--- src/rtl/ddr_turn_sched_pkg.sv ---
package ddr_turn_sched_pkg;

    typedef enum logic [2:0] {
        ST_READ    = 3'd0,
        ST_TO_WR   = 3'd1,
        ST_WRITE   = 3'd2,
        ST_TO_RD   = 3'd3,
        ST_REFRESH = 3'd4
    } sched_st_e;

    localparam logic [1:0] STEER_IDLE = 2'd0;
    localparam logic [1:0] STEER_BCMD = 2'd1;
    localparam logic [1:0] STEER_COL  = 2'd2;
    localparam logic [1:0] STEER_REF  = 2'd3;

endpackage

--- src/rtl/ddr_gap_timer.sv ---
// Minimum-spacing timer: busy for GAP-1 cycles after a load pulse.
module ddr_gap_timer #(
    parameter int GAP = 1
) (
    input  logic clk,
    input  logic rst_n,
    input  logic load,
    output logic busy
);
    localparam int CW = (GAP > 1) ? $clog2(GAP) : 1;
    localparam logic [CW-1:0] RELOAD = CW'(GAP - 1);

    logic [CW-1:0] cnt_d, cnt_q;

    always_comb begin
        cnt_d = cnt_q;
        if (load)
            cnt_d = RELOAD;
        else if (cnt_q != '0)
            cnt_d = cnt_q - 1'b1;
    end

    always_ff @(posedge clk or negedge rst_n) begin
        if (!rst_n) cnt_q <= '0;
        else        cnt_q <= cnt_d;
    end

    assign busy = (cnt_q != '0);
endmodule

--- src/rtl/ddr_budget_timer.sv ---
// Per-direction budget: counts down while its period is active, reloads otherwise.
module ddr_budget_timer #(
    parameter int BUDGET        = 16,
    parameter bit START_EXPIRED = 1'b0
) (
    input  logic clk,
    input  logic rst_n,
    input  logic active,
    output logic expired
);
    localparam int CW = $clog2(BUDGET + 1);
    localparam logic [CW-1:0] RELOAD = CW'(BUDGET - 1);
    localparam logic [CW-1:0] RST_VAL = START_EXPIRED ? '0 : RELOAD;

    logic [CW-1:0] cnt_d, cnt_q;

    always_comb begin
        cnt_d = cnt_q;
        if (!active)
            cnt_d = RELOAD;
        else if (cnt_q != '0)
            cnt_d = cnt_q - 1'b1;
    end

    always_ff @(posedge clk or negedge rst_n) begin
        if (!rst_n) cnt_q <= RST_VAL;
        else        cnt_q <= cnt_d;
    end

    assign expired = (cnt_q == '0);
endmodule

--- src/rtl/ddr_phase_steer.sv ---
// Per-phase steering code from the scheduler state.
module ddr_phase_steer
    import ddr_turn_sched_pkg::*;
#(
    parameter int N_PHASES    = 2,
    parameter int RD_PHASE    = 0,
    parameter int RDCMD_PHASE = 1,
    parameter int WR_PHASE    = 1,
    parameter int WRCMD_PHASE = 0
) (
    input  sched_st_e             st,
    output logic [2*N_PHASES-1:0] steer_sel
);
    for (genvar p = 0; p < N_PHASES; p++) begin : g_phase
        always_comb begin
            steer_sel[2*p +: 2] = STEER_IDLE;
            unique case (st)
                ST_READ: begin
                    if (p == RD_PHASE)         steer_sel[2*p +: 2] = STEER_COL;
                    else if (p == RDCMD_PHASE) steer_sel[2*p +: 2] = STEER_BCMD;
                end
                ST_WRITE: begin
                    if (p == WR_PHASE)         steer_sel[2*p +: 2] = STEER_COL;
                    else if (p == WRCMD_PHASE) steer_sel[2*p +: 2] = STEER_BCMD;
                end
                ST_REFRESH: begin
                    if (p == 0)                steer_sel[2*p +: 2] = STEER_REF;
                end
                default: steer_sel[2*p +: 2] = STEER_IDLE;
            endcase
        end
    end
endmodule

--- src/rtl/ddr_turn_sched.sv ---
module ddr_turn_sched
    import ddr_turn_sched_pkg::*;
#(
    parameter int N_BANKS      = 8,
    parameter int N_PHASES     = 2,
    parameter int READ_LAT     = 5,
    parameter int CWL          = 3,
    parameter int T_WTR        = 2,
    parameter int T_CCD        = 1,
    parameter int T_RRD        = 1,
    parameter int READ_BUDGET  = 32,
    parameter int WRITE_BUDGET = 16,
    parameter int RD_PHASE     = 0,
    parameter int RDCMD_PHASE  = 1,
    parameter int WR_PHASE     = 1,
    parameter int WRCMD_PHASE  = 0
) (
    input  logic                  clk,
    input  logic                  rst_n,
    input  logic                  rd_avail,
    input  logic                  wr_avail,
    input  logic                  ref_valid,
    input  logic [N_BANKS-1:0]    bank_gnt,
    input  logic                  act_accept,
    input  logic                  col_accept,
    input  logic                  ref_accept,
    output logic                  want_reads,
    output logic                  want_writes,
    output logic                  want_cmds,
    output logic                  want_acts,
    output logic [2*N_PHASES-1:0] steer_sel,
    output logic [N_BANKS-1:0]    bank_ref_req,
    output logic                  ref_go
);
    localparam int WR_LAT   = (CWL + N_PHASES - 1) / N_PHASES;
    localparam int WTR_CYC  = T_WTR + WR_LAT + T_CCD;
    localparam int MAX_TURN = (WTR_CYC > READ_LAT) ? WTR_CYC : READ_LAT;
    localparam int HW       = $clog2(MAX_TURN + 1);
    localparam logic [HW-1:0] RTW_LOAD = HW'(READ_LAT - 2);
    localparam logic [HW-1:0] WTR_LOAD = HW'(WTR_CYC - 2);

    typedef struct packed {
        sched_st_e     st;
        logic [HW-1:0] hold;
    } fsm_t;

    fsm_t fsm_d, fsm_q;
    logic rd_expired, wr_expired, rrd_busy, ccd_busy;
    logic in_read, in_write, in_ref;

    assign in_read  = (fsm_q.st == ST_READ);
    assign in_write = (fsm_q.st == ST_WRITE);
    assign in_ref   = (fsm_q.st == ST_REFRESH);
    assign ref_go   = in_ref && (&bank_gnt);

    ddr_budget_timer #(.BUDGET(READ_BUDGET), .START_EXPIRED(1'b1)) u_rd_budget (
        .clk(clk), .rst_n(rst_n), .active(in_read), .expired(rd_expired)
    );
    ddr_budget_timer #(.BUDGET(WRITE_BUDGET), .START_EXPIRED(1'b0)) u_wr_budget (
        .clk(clk), .rst_n(rst_n), .active(in_write), .expired(wr_expired)
    );
    ddr_gap_timer #(.GAP(T_RRD)) u_rrd (
        .clk(clk), .rst_n(rst_n), .load(act_accept), .busy(rrd_busy)
    );
    ddr_gap_timer #(.GAP(T_CCD)) u_ccd (
        .clk(clk), .rst_n(rst_n), .load(col_accept), .busy(ccd_busy)
    );

    always_comb begin
        fsm_d = fsm_q;
        unique case (fsm_q.st)
            ST_READ: begin
                if (ref_valid) begin
                    fsm_d.st = ST_REFRESH;
                end else if (wr_avail && (!rd_avail || rd_expired)) begin
                    fsm_d.st   = ST_TO_WR;
                    fsm_d.hold = RTW_LOAD;
                end
            end
            ST_TO_WR: begin
                if (fsm_q.hold == '0) fsm_d.st = ST_WRITE;
                else                  fsm_d.hold = fsm_q.hold - 1'b1;
            end
            ST_WRITE: begin
                if (ref_valid || (rd_avail && (!wr_avail || wr_expired))) begin
                    fsm_d.st   = ST_TO_RD;
                    fsm_d.hold = WTR_LOAD;
                end
            end
            ST_TO_RD: begin
                if (fsm_q.hold == '0) fsm_d.st = ST_READ;
                else                  fsm_d.hold = fsm_q.hold - 1'b1;
            end
            ST_REFRESH: begin
                if (ref_go && ref_accept) fsm_d.st = ST_READ;
            end
            default: fsm_d.st = ST_READ;
        endcase
    end

    always_ff @(posedge clk or negedge rst_n) begin
        if (!rst_n) fsm_q <= '{st: ST_READ, hold: '0};
        else        fsm_q <= fsm_d;
    end

    assign want_reads   = in_read && !ccd_busy;
    assign want_writes  = in_write && !ccd_busy;
    assign want_cmds    = in_read || in_write;
    assign want_acts    = (in_read || in_write) && !rrd_busy;
    assign bank_ref_req = {N_BANKS{in_ref}};

    ddr_phase_steer #(
        .N_PHASES(N_PHASES), .RD_PHASE(RD_PHASE), .RDCMD_PHASE(RDCMD_PHASE),
        .WR_PHASE(WR_PHASE), .WRCMD_PHASE(WRCMD_PHASE)
    ) u_steer (
        .st(fsm_q.st), .steer_sel(steer_sel)
    );
endmodule

--- config.mk ---
export PLATFORM = sky130hd
export DESIGN_NAME = ddr_turn_sched
export DESIGN_NICKNAME = d
export VERILOG_FILES = /design/src/rtl/ddr_turn_sched_pkg.sv /design/src/rtl/ddr_gap_timer.sv /design/src/rtl/ddr_budget_timer.sv /design/src/rtl/ddr_phase_steer.sv /design/src/rtl/ddr_turn_sched.sv
export SDC_FILE = /design/constraint.sdc
export NUM_CORES = 1
export LEC_CHECK = 0
export BUFFER_PORTS_ARGS = -buffer_cell sky130_fd_sc_hd__buf_2
export CORE_ASPECT_RATIO = 1.75
export CORE_UTILIZATION = 45
export DETAILED_ROUTE_END_ITERATION = 16
export GPL_ROUTABILITY_DRIVEN = 1
export PLACE_DENSITY = 0.85
export SETUP_SLACK_MARGIN = 0.5
export SYNTH_ARGS = -nofsm -noshare
export SYNTH_HDL_FRONTEND = slang
export SYNTH_SLANG_ARGS = --single-unit
--- constraint.sdc ---
create_clock -name clk -period 1.8 [get_ports clk]
set_clock_uncertainty 0.15 [all_clocks]
set_input_delay 0.36 -clock clk [delete_from_list [all_inputs] [get_ports clk]]
set_output_delay 0.36 -clock clk [all_outputs]
set_load 0.005 [all_outputs]
# == Word-level counts from Yosys, hierarchy flattened ==
# Cells that the tools add are included.
# word_totals
register_bits,19
inputBits,16
out_inout_bits,17
wordCells,71
# op_classes
add_sub_neg,5
n_eq_ne,14
mux,20
reduce_logical,26
# op_table
operator,count
$mux 6,4
$mux 3,6
$pmux 3 s5,1
$mux 5,2
$ne 2x1->1 const B,5
$reduce_and 5->1,2
$pmux 3 s3,1
$ne 2x2->1 const B,4
$reduce_and 8->1,1
$logic_and 1x1->1,7
$eq 3x2->1 const B,2
$logic_not 3->1,2
$logic_not 6->1,1
$pmux 2 s3,1
$reduce_bool 6->1,1
$sub 6x1->6 const B,1
$logic_not 5->1,1
$reduce_bool 5->1,1
$sub 5x1->5 const B,1
$logic_not 1->1,4
$logic_or 1x1->1,4
$mux 1,4
$pmux 2 s2,1
$eq 3x1->1 const B,1
6 further kinds,7

# == Depth between registers and ports, before layout ==
# Gate-level depths: netlist of run 1.
# logic_depth
depth_word,6
depth_mapped,6
ltp_nobuf,6

# == Hierarchy ==
# A second synthesis of run 1 with hierarchy kept.
# unflattened
cells_unflattened,125
hier_area_um2,1179.9
# by_module_without_submodules
module,n_inst,cells_per_inst,area_per_inst_um2,seq_area_each_um2
ddr_turn_sched,1,58,523.0,150.1
ddr_budget_timer at u_rd_budget,1,33,346.6,150.1
ddr_budget_timer at u_wr_budget,1,25,259.0,130.1
ddr_phase_steer,1,5,28.8,0.0
ddr_gap_timer,2,2,11.3,0.0

# == Worst setup path before layout of run 1 ==
# OpenSTA, ideal clock, no wires.
# synth_timing
kind,register to register
startpoint,reg u_wr_budget.cnt_q[0]
endpoint,reg fsm_q[0] in the netlist's numbering
arrival_time_ns,1.513
required_time_ns,1.523
setup_slack_ns,0.011
path_stages_with_launch,7
path_buffers,0
period_less_slack_ns,1.789
path_cell_list,dfstp_2 -> inv_1 -> ha_1 -> nor4b_2 -> a2111o_1 -> nand3_2 -> o21ai_0
# synth_via
elab_chain_len,6
# synth_lines
element,line_no,text
from (decl),ddr_budget_timer.sv:15,"logic [CW-1:0] cnt_d, cnt_q;"
from (signal assigned),ddr_budget_timer.sv:27,else cnt_q <= cnt_d;
$logic_not 5->1,ddr_budget_timer.sv:30,assign expired = (cnt_q == '0);
$logic_or 1x1->1,ddr_turn_sched.sv:85,if (ref_valid || (rd_avail && (!wr_avail || wr_expired))) begin
$logic_and 1x1->1,ddr_turn_sched.sv:85,
$logic_or 1x1->1,ddr_turn_sched.sv:85,
$ne 2x1->1 (no line),--,
$reduce_and 5->1 (no line),--,
to (signal assigned),ddr_turn_sched.sv:102,"if (!rst_n) fsm_q <= '{st: ST_READ, hold: '0};"
to (signal assigned),ddr_turn_sched.sv:103,else fsm_q <= fsm_d;
to (decl),ddr_turn_sched.sv:47,"fsm_t fsm_d, fsm_q;"
# Every way passes these cells.
# A chain may end at the register's enable or synchronous reset.

# == Final worst setup path of run 1 ==
# layout_timing
startpoint,reg fsm_q[3] in the netlist's numbering
endpoint,out want_writes
# layout_via
elab_chain_len,2
# layout_lines
element,line_no,text
$eq 3x2->1,ddr_turn_sched.sv:52,assign in_write = (fsm_q.st == ST_WRITE);
$logic_and 1x1->1,ddr_turn_sched.sv:107,assign want_writes = in_write && !ccd_busy;
to (decl),ddr_turn_sched.sv:28,"output logic want_writes,"
# Every way passes these cells.

==> results of run 1 <==
-- worst max-delay path, delay by kind of cell (launching register included) --
family | cells | cell delay [ps]
AND/OR/NAND/NOR | 1 | 450
buffers and inverters | 2 | 180
flip-flops | 1 | 420
-- how the worst min path moves through the flow --
stage,to,slack (ps),cells past startpoint
3_5_place_dp,fsm_q[1],150,1
5_1_grt,fsm_q[5],150,2
6_report,fsm_q[5],130,2
2_1_floorplan,fsm_q[0],-90,0
4_1_cts,fsm_q[5],140,2
3_3_place_gp,fsm_q[0],140,1
-- repair_timing --
item | 4_1_cts | 5_1_grt
endpoints found under the hold margin | 13 | 0
pin swaps | 12 | 10
resized for setup | 27 | 21
hold buffers | 1 | 0
setup buffers | 13 | 5
gates cloned | 1 | 0
endpoints found under the setup margin | 33 | 34
-- placed cells by master (no fill, tap or decap), types with 3 or more instances in the layout --
cell type / instances
clkbuf_8: 3
ha_1: 3
dfstp_2: 4
buf_6: 13
nor2_1: 5
dfrtp_1: 12
nand2b_1: 3
xnor2_1: 4
buf_4: 12
buf_2: 26
nand2_1: 6
inv_1: 9
o21ai_2: 4
-- cells by family (layout without fill, tap and decap cells) --
group	after synthesis	after routing	synth area share [%]
AO/OA/AOI/OAI	18	18	10.7
multiplexers	2	2	1.98
buffers and inverters	23	68	12.3
adder cells (fa/ha/maj)	6	6	7.00
XOR/XNOR	7	7	5.72
flip-flops	17	17	40.1
AND/OR/NAND/NOR	40	41	22.2
-- flip-flops by register name, summed over array words and instances (netlist names) --
register and cells:
fsm_q 6, u_rd_budget.cnt_q 6, u_wr_budget.cnt_q 5
-- layer usage --
| layer | global-route usage (%) | wire length (um) |
|---|---|---|
| met5 | 0 | 0 |
| met4 | 9.05 | 74 |
| met3 | 2.33 | 134 |
| met2 | 38.3 | 1630 |
| met1 | 26.7 | 1020 |
-- report_power, final --
group	internal (mW)	total, mW	switching, mW
clock network	0.154	0.295	0.141
registers	0.434	0.488	0.0539
logic	0.461	0.869	0.408
-- layout make-up --
cell class              instances  area, um^2
flip-flops and latches         17         432
well taps                      25        31.3
inverters                      12        50.0
fillers                       150         639
repair buffers                 52         377
multi-input cells              74         698
clock inverters                 1        5.00
clock buffers                   3        41.3
-- through the flow --
stage | std cells | area [um^2] | TNS, ps
after floorplan | 113 | 1120 | 0
after global placement | 160 | 1240 | 0
after detailed placement | 160 | 1240 | 0
after CTS | 179 | 1490 | 0
after global routing | 184 | 1630 | -131
final | 184 | 1630 | -24.7
==> flow_summary.json, run 1 <==
{
  "post-route-period-util_pct": 101,
  "min_period_ps": 1810,
  "crit_fanout": 4,
  "clock_latency_ps": 260,
  "yosysSeqAreaShare_pct": 40.1,
  "syn_to_final_growth_pct": 52.4,
  "die_area_um2": 2590,
  "ant_nets": 0,
  "r2r-end": "fsm_q[2]",
  "vdd_drop_max_v": 0.000806,
  "fmax_mhz": 551,
  "drt_iter0_drc": 14,
  "critPathKind": "reg2out",
  "total_power_mw": 1.65,
  "synth_nets": 135,
  "place.port_buffers": 30,
  "chipWidth_um": 38.9,
  "slew_headroom_pct": 73.8,
  "leakage_nw": 0.747,
  "ys_warn_count": 0,
  "wl_per_cell_um": 15.5,
  "grt_pass1_wl_mm": 4.09,
  "final_util_pct": 71.9,
  "gr-usage-all-layers_pct": 22.2,
  "drv_slew": 0,
  "clkTransAtPathRegs_ps": 70,
  "setup_violations": 4,
  "violations": "setup timing",
  "vias": 972,
  "yosysTopAreaCell": "dfrtp_1",
  "num_rows": 23,
  "hold_violations": 0,
  "num-nets-final": 182,
  "ff2ff_setup_slack_ps": -10,
  "routabilityCongestion": 0.789,
  "synth_seq_cells": 17,
  "power_density_nw_per_um2": 1010,
  "hold_class": "in2reg",
  "outcome": "finished, violations left",
  "synth_enable_flop_cells": 0,
  "synth_area_leaders": "dfrtp_1, dfstp_2, buf_4",
  "fp.dieH_um": 66.6,
  "holdCritStartpoint": "ref_accept",
  "cts_tree": "done",
  "dp_hpwl_mm": 1.55,
  "pin_count": 33,
  "core_um2": 2270,
  "start_util_pct": 47.2,
  "syn_inst": 113,
  "ctsHtreeMaxLevel": 1,
  "reg2reg_depth": 6,
  "synth_area_um2": 1070,
  "end_kind": "primary output",
  "drv_cap": 0,
  "post-synth-top-area-fraction_pct": 30.3,
  "gr-total-overflow": 0,
  "viasPerCell": 5.28,
  "crit_path_max_incr_delay_ps": 450,
  "cpMaxStageDelayCell": "or3b_4",
  "crit_chain": "or3b_4 -> inv_2 -> buf_6",
  "timing.rr.start": "fsm_q[3]",
  "clock-sinks": 17,
  "synth_top_flop_cell": "dfrtp_1",
  "critPathLaunch": "fsm_q[3]",
  "fin_hold_ws_ps": 135,
  "ys_top_cells_by_count": "dfrtp_1, inv_1, buf_4",
  "layout-drive-gt1-share_pct": 59.1,
  "ys_async_sr_fraction_pct": 100,
  "cp.arrival_ps": 1300,
  "tightest_slew_ps": 393,
  "cts_inserted_buffers": 3,
  "critPathCapture": "want_writes",
  "fin_ws_ps": -13.3,
  "cts_root_buf": "clkbuf_8",
  "worstPathRequired_ps": 1290,
  "routed_wl_mm": 2.85,
  "synth_cell_types": 37,
  "grt_max_degree": 18,
  "antenna_cells": 0,
  "grt_antenna_before_repair": 0,
  "cp-start-kind": "register",
  "route.detailed.drc": 0,
  "syn_area_per_cell_um2": 9.49,
  "yosys.cell_count.top_type": "dfrtp_1",
  "dr.pass1.iters": 4,
  "rsz0062_at_grt": "yes",
  "cts.path.max_buffers": 2,
  "grt_pass1_vias": 964,
  "dpl_worst_slack_ps": 58.5
}
Note: power is estimated with default switching activity, not from simulation.
==> run 2: changes to the inputs <==
--- a/config.mk
+++ b/config.mk
@@ -5,6 +5,7 @@
 export SDC_FILE = /design/constraint.sdc
 export NUM_CORES = 1
 export LEC_CHECK = 0
+export ABC_AREA = 1
 export BUFFER_PORTS_ARGS = -buffer_cell sky130_fd_sc_hd__buf_2
 export CORE_ASPECT_RATIO = 1.75
 export CORE_UTILIZATION = 45
@@ -12,6 +13,7 @@
 export GPL_ROUTABILITY_DRIVEN = 1
 export PLACE_DENSITY = 0.85
 export SETUP_SLACK_MARGIN = 0.5
+export SKIP_LAST_GASP = 1
 export SYNTH_ARGS = -nofsm -noshare
 export SYNTH_HDL_FRONTEND = slang
 export SYNTH_SLANG_ARGS = --single-unit
==> flow_summary.json, run 2 <==
{
  "synth-compound-area-share_pct": 10.0,
  "post-route-period-util_pct": 93.6,
  "ys_warn_count": 0,
  "cp.arrival_ps": 1720,
  "place.port_buffers": 30,
  "tightest_slew_ps": 405,
  "worstPathRequired_ps": 1830,
  "num-nets-final": 213,
  "muxShareOfSynthArea_pct": 0,
  "hold_class": "in2reg",
  "critPathKind": "reg2reg",
  "post-synth-top-area-fraction_pct": 29.3,
  "timing.rr.start": "u_wr_budget.cnt_q[1]",
  "fmax_mhz": 593,
  "synth_top_flop_cell": "dfrtp_1",
  "grt_antenna_before_repair": 0,
  "yosys.cell_count.top_type": "nand2_1",
  "start_util_pct": 48.2,
  "vias": 1139,
  "dr.pass1.iters": 4,
  "power_density_nw_per_um2": 1430,
  "reg_top3": "fsm_q (6), u_rd_budget.cnt_q (6), u_wr_budget.cnt_q (5)",
  "cts_root_buf": "clkbuf_8",
  "end_kind": "register",
  "holdCritStartpoint": "ref_valid",
  "syn_to_final_growth_pct": 59.1,
  "synth_adder_area_share_pct": 6.77,
  "final_cell_mix": "buf_2, nand2_1, buf_4, buf_6, nor2_1",
  "syn_area_per_cell_um2": 7.98,
  "hold_violations": 0,
  "vdd_drop_max_v": 0.000710,
  "synth_nets": 161,
  "final_util_pct": 76.6,
  "clock-sinks": 17,
  "chipWidth_um": 39.5,
  "ctsHtreeMaxLevel": 1,
  "final_cell_area_um2": 1760,
  "clock_latency_ps": 250,
  "dp_hpwl_mm": 1.77,
  "grt_pass1_wl_mm": 4.81,
  "setup_violations": 0,
  "synth_area_um2": 1110,
  "gr-total-overflow": 0,
  "grt_pass1_vias": 1139,
  "rsz0062_at_grt": "yes",
  "die_area_um2": 2670,
  "routed_wl_mm": 3.29,
  "layout_commonest_cell": "buf_2",
  "tns_ps": 0,
  "synth_seq_cells": 17,
  "synth_cell_types": 25,
  "leakage_nw": 0.882,
  "ys_top_cells_by_count": "nand2_1, inv_1, nor2_1",
  "num_rows": 23,
  "core_um2": 2300,
  "routabilityCongestion": 0.799,
  "ant_nets": 0,
  "slew_headroom_pct": 73.0,
  "synth-simple-area-share_pct": 26.3,
  "gr-usage-all-layers_pct": 26.3,
  "cts.path.max_buffers": 2,
  "route.detailed.drc": 0,
  "yosysSeqAreaShare_pct": 38.8,
  "drv_cap": 0,
  "antenna_cells": 0,
  "cts_tree": "done",
  "critPathLaunch": "u_wr_budget.cnt_q[1]",
  "place_area_um2": 1250,
  "layout-drive-gt1-share_pct": 65.3,
  "crit_fanout": 3,
  "wl_per_cell_um": 15.3,
  "min_period_ps": 1690,
  "grt_max_degree": 18,
  "cp-start-kind": "register",
  "outcome": "complete, no violations",
  "synth_area_leaders": "dfrtp_1, nand2_1, dfstp_2",
  "synth_xor_area_share_pct": 3.95,
  "drt_iter0_drc": 25,
  "synth_enable_flop_cells": 0,
  "clkTransAtPathRegs_ps": 60,
  "synth_top_family_by_area": "simple AND/OR/NAND/NOR gates",
  "yosysTopAreaCell": "dfrtp_1",
  "viasPerCell": 5.30,
  "syn_inst": 139,
  "ys_async_sr_fraction_pct": 100,
  "cts_inserted_buffers": 3,
  "drv_slew": 0,
  "fp.dieH_um": 67.7,
  "pin_count": 33
}
run 2: worst paths after layout:
check | endpoint | slack, ps | cells after the start
worst max register to register | u_wr_budget.cnt_q[3] | 110 | 10
max in group asynchronous | u_wr_budget.cnt_q[1] | 760 | 2
min in group asynchronous | u_wr_budget.cnt_q[4] | 420 | 2
worst min register to register | fsm_q[2] | 400 | 2
worst min-delay path | fsm_q[5] | 230 | 3
worst max-delay path | u_wr_budget.cnt_q[3] | 110 | 10
run 2: timing repair:
action	4_1_cts	5_1_grt
gates resized for setup	44	32
setup endpoints to repair	31	34
pin swaps	9	13
buffers inserted	16	10
endpoints found under the hold margin	13	0
hold buffers	1	0
run 2: final cells by class:
| cell class | count | area, um^2 |
|---|---|---|
| Sequential cell | 17 | 435 |
| Fill cell | 152 | 538 |
| Inverter | 21 | 96.3 |
| Multi-Input combinational cell | 91 | 746 |
| Tap cell | 25 | 31.3 |
| Clock buffer | 4 | 45.0 |
| Timing Repair Buffer | 57 | 410 |
run 2: worst max-delay path: stages, from the launching register on:
cell and delay, ps:
dfstp_2 550, inv_2 60, ha_4 150, inv_2 40, nor2_1 40, nand2_2 130
nand2_4 80, nor3_4 200, nor2_1 60, nor2_1 90, nand2_1 70
run 2: logic make-up (layout without fill, tap and decap cells):
kind of cell / count (synthesis) / in the layout
XOR/XNOR: 5 / 5
adder cells (fa/ha/maj): 6 / 6
AO/OA/AOI/OAI: 15 / 15
buffers and inverters: 31 / 82
flip-flops: 17 / 17
AND/OR/NAND/NOR: 65 / 65
run 2: power breakdown:
part / total [mW] / internal [mW] / switching [mW]
clock network: 0.285 / 0.157 / 0.128
logic: 1.64 / 0.789 / 0.848
registers: 0.594 / 0.493 / 0.101
total: 2.52 / 1.44 / 1.08
run 2: stage by stage:
step / cells / hold slack (ps) / power, mW / setup WS [ps]
finish: 215 / 232 / 2.52 / 115
global route: 215 / 256 / 2.67 / 38.3
CTS: 205 / 240 / 2.18 / 146
detailed placement: 184 / 153 / 1.47 / 198
global placement: 184 / 145 / 1.41 / 254
floorplan: 139 / -85.6 / 1.34 / 324
run 2: layer usage:
metal,up-vias,global-route usage (%),routed length [um]
met5,-,0,0
met4,0,13.8,131
met3,15,3.95,179
met2,58,49.2,1880
met1,539,25.5,1100
li1,527,-,-
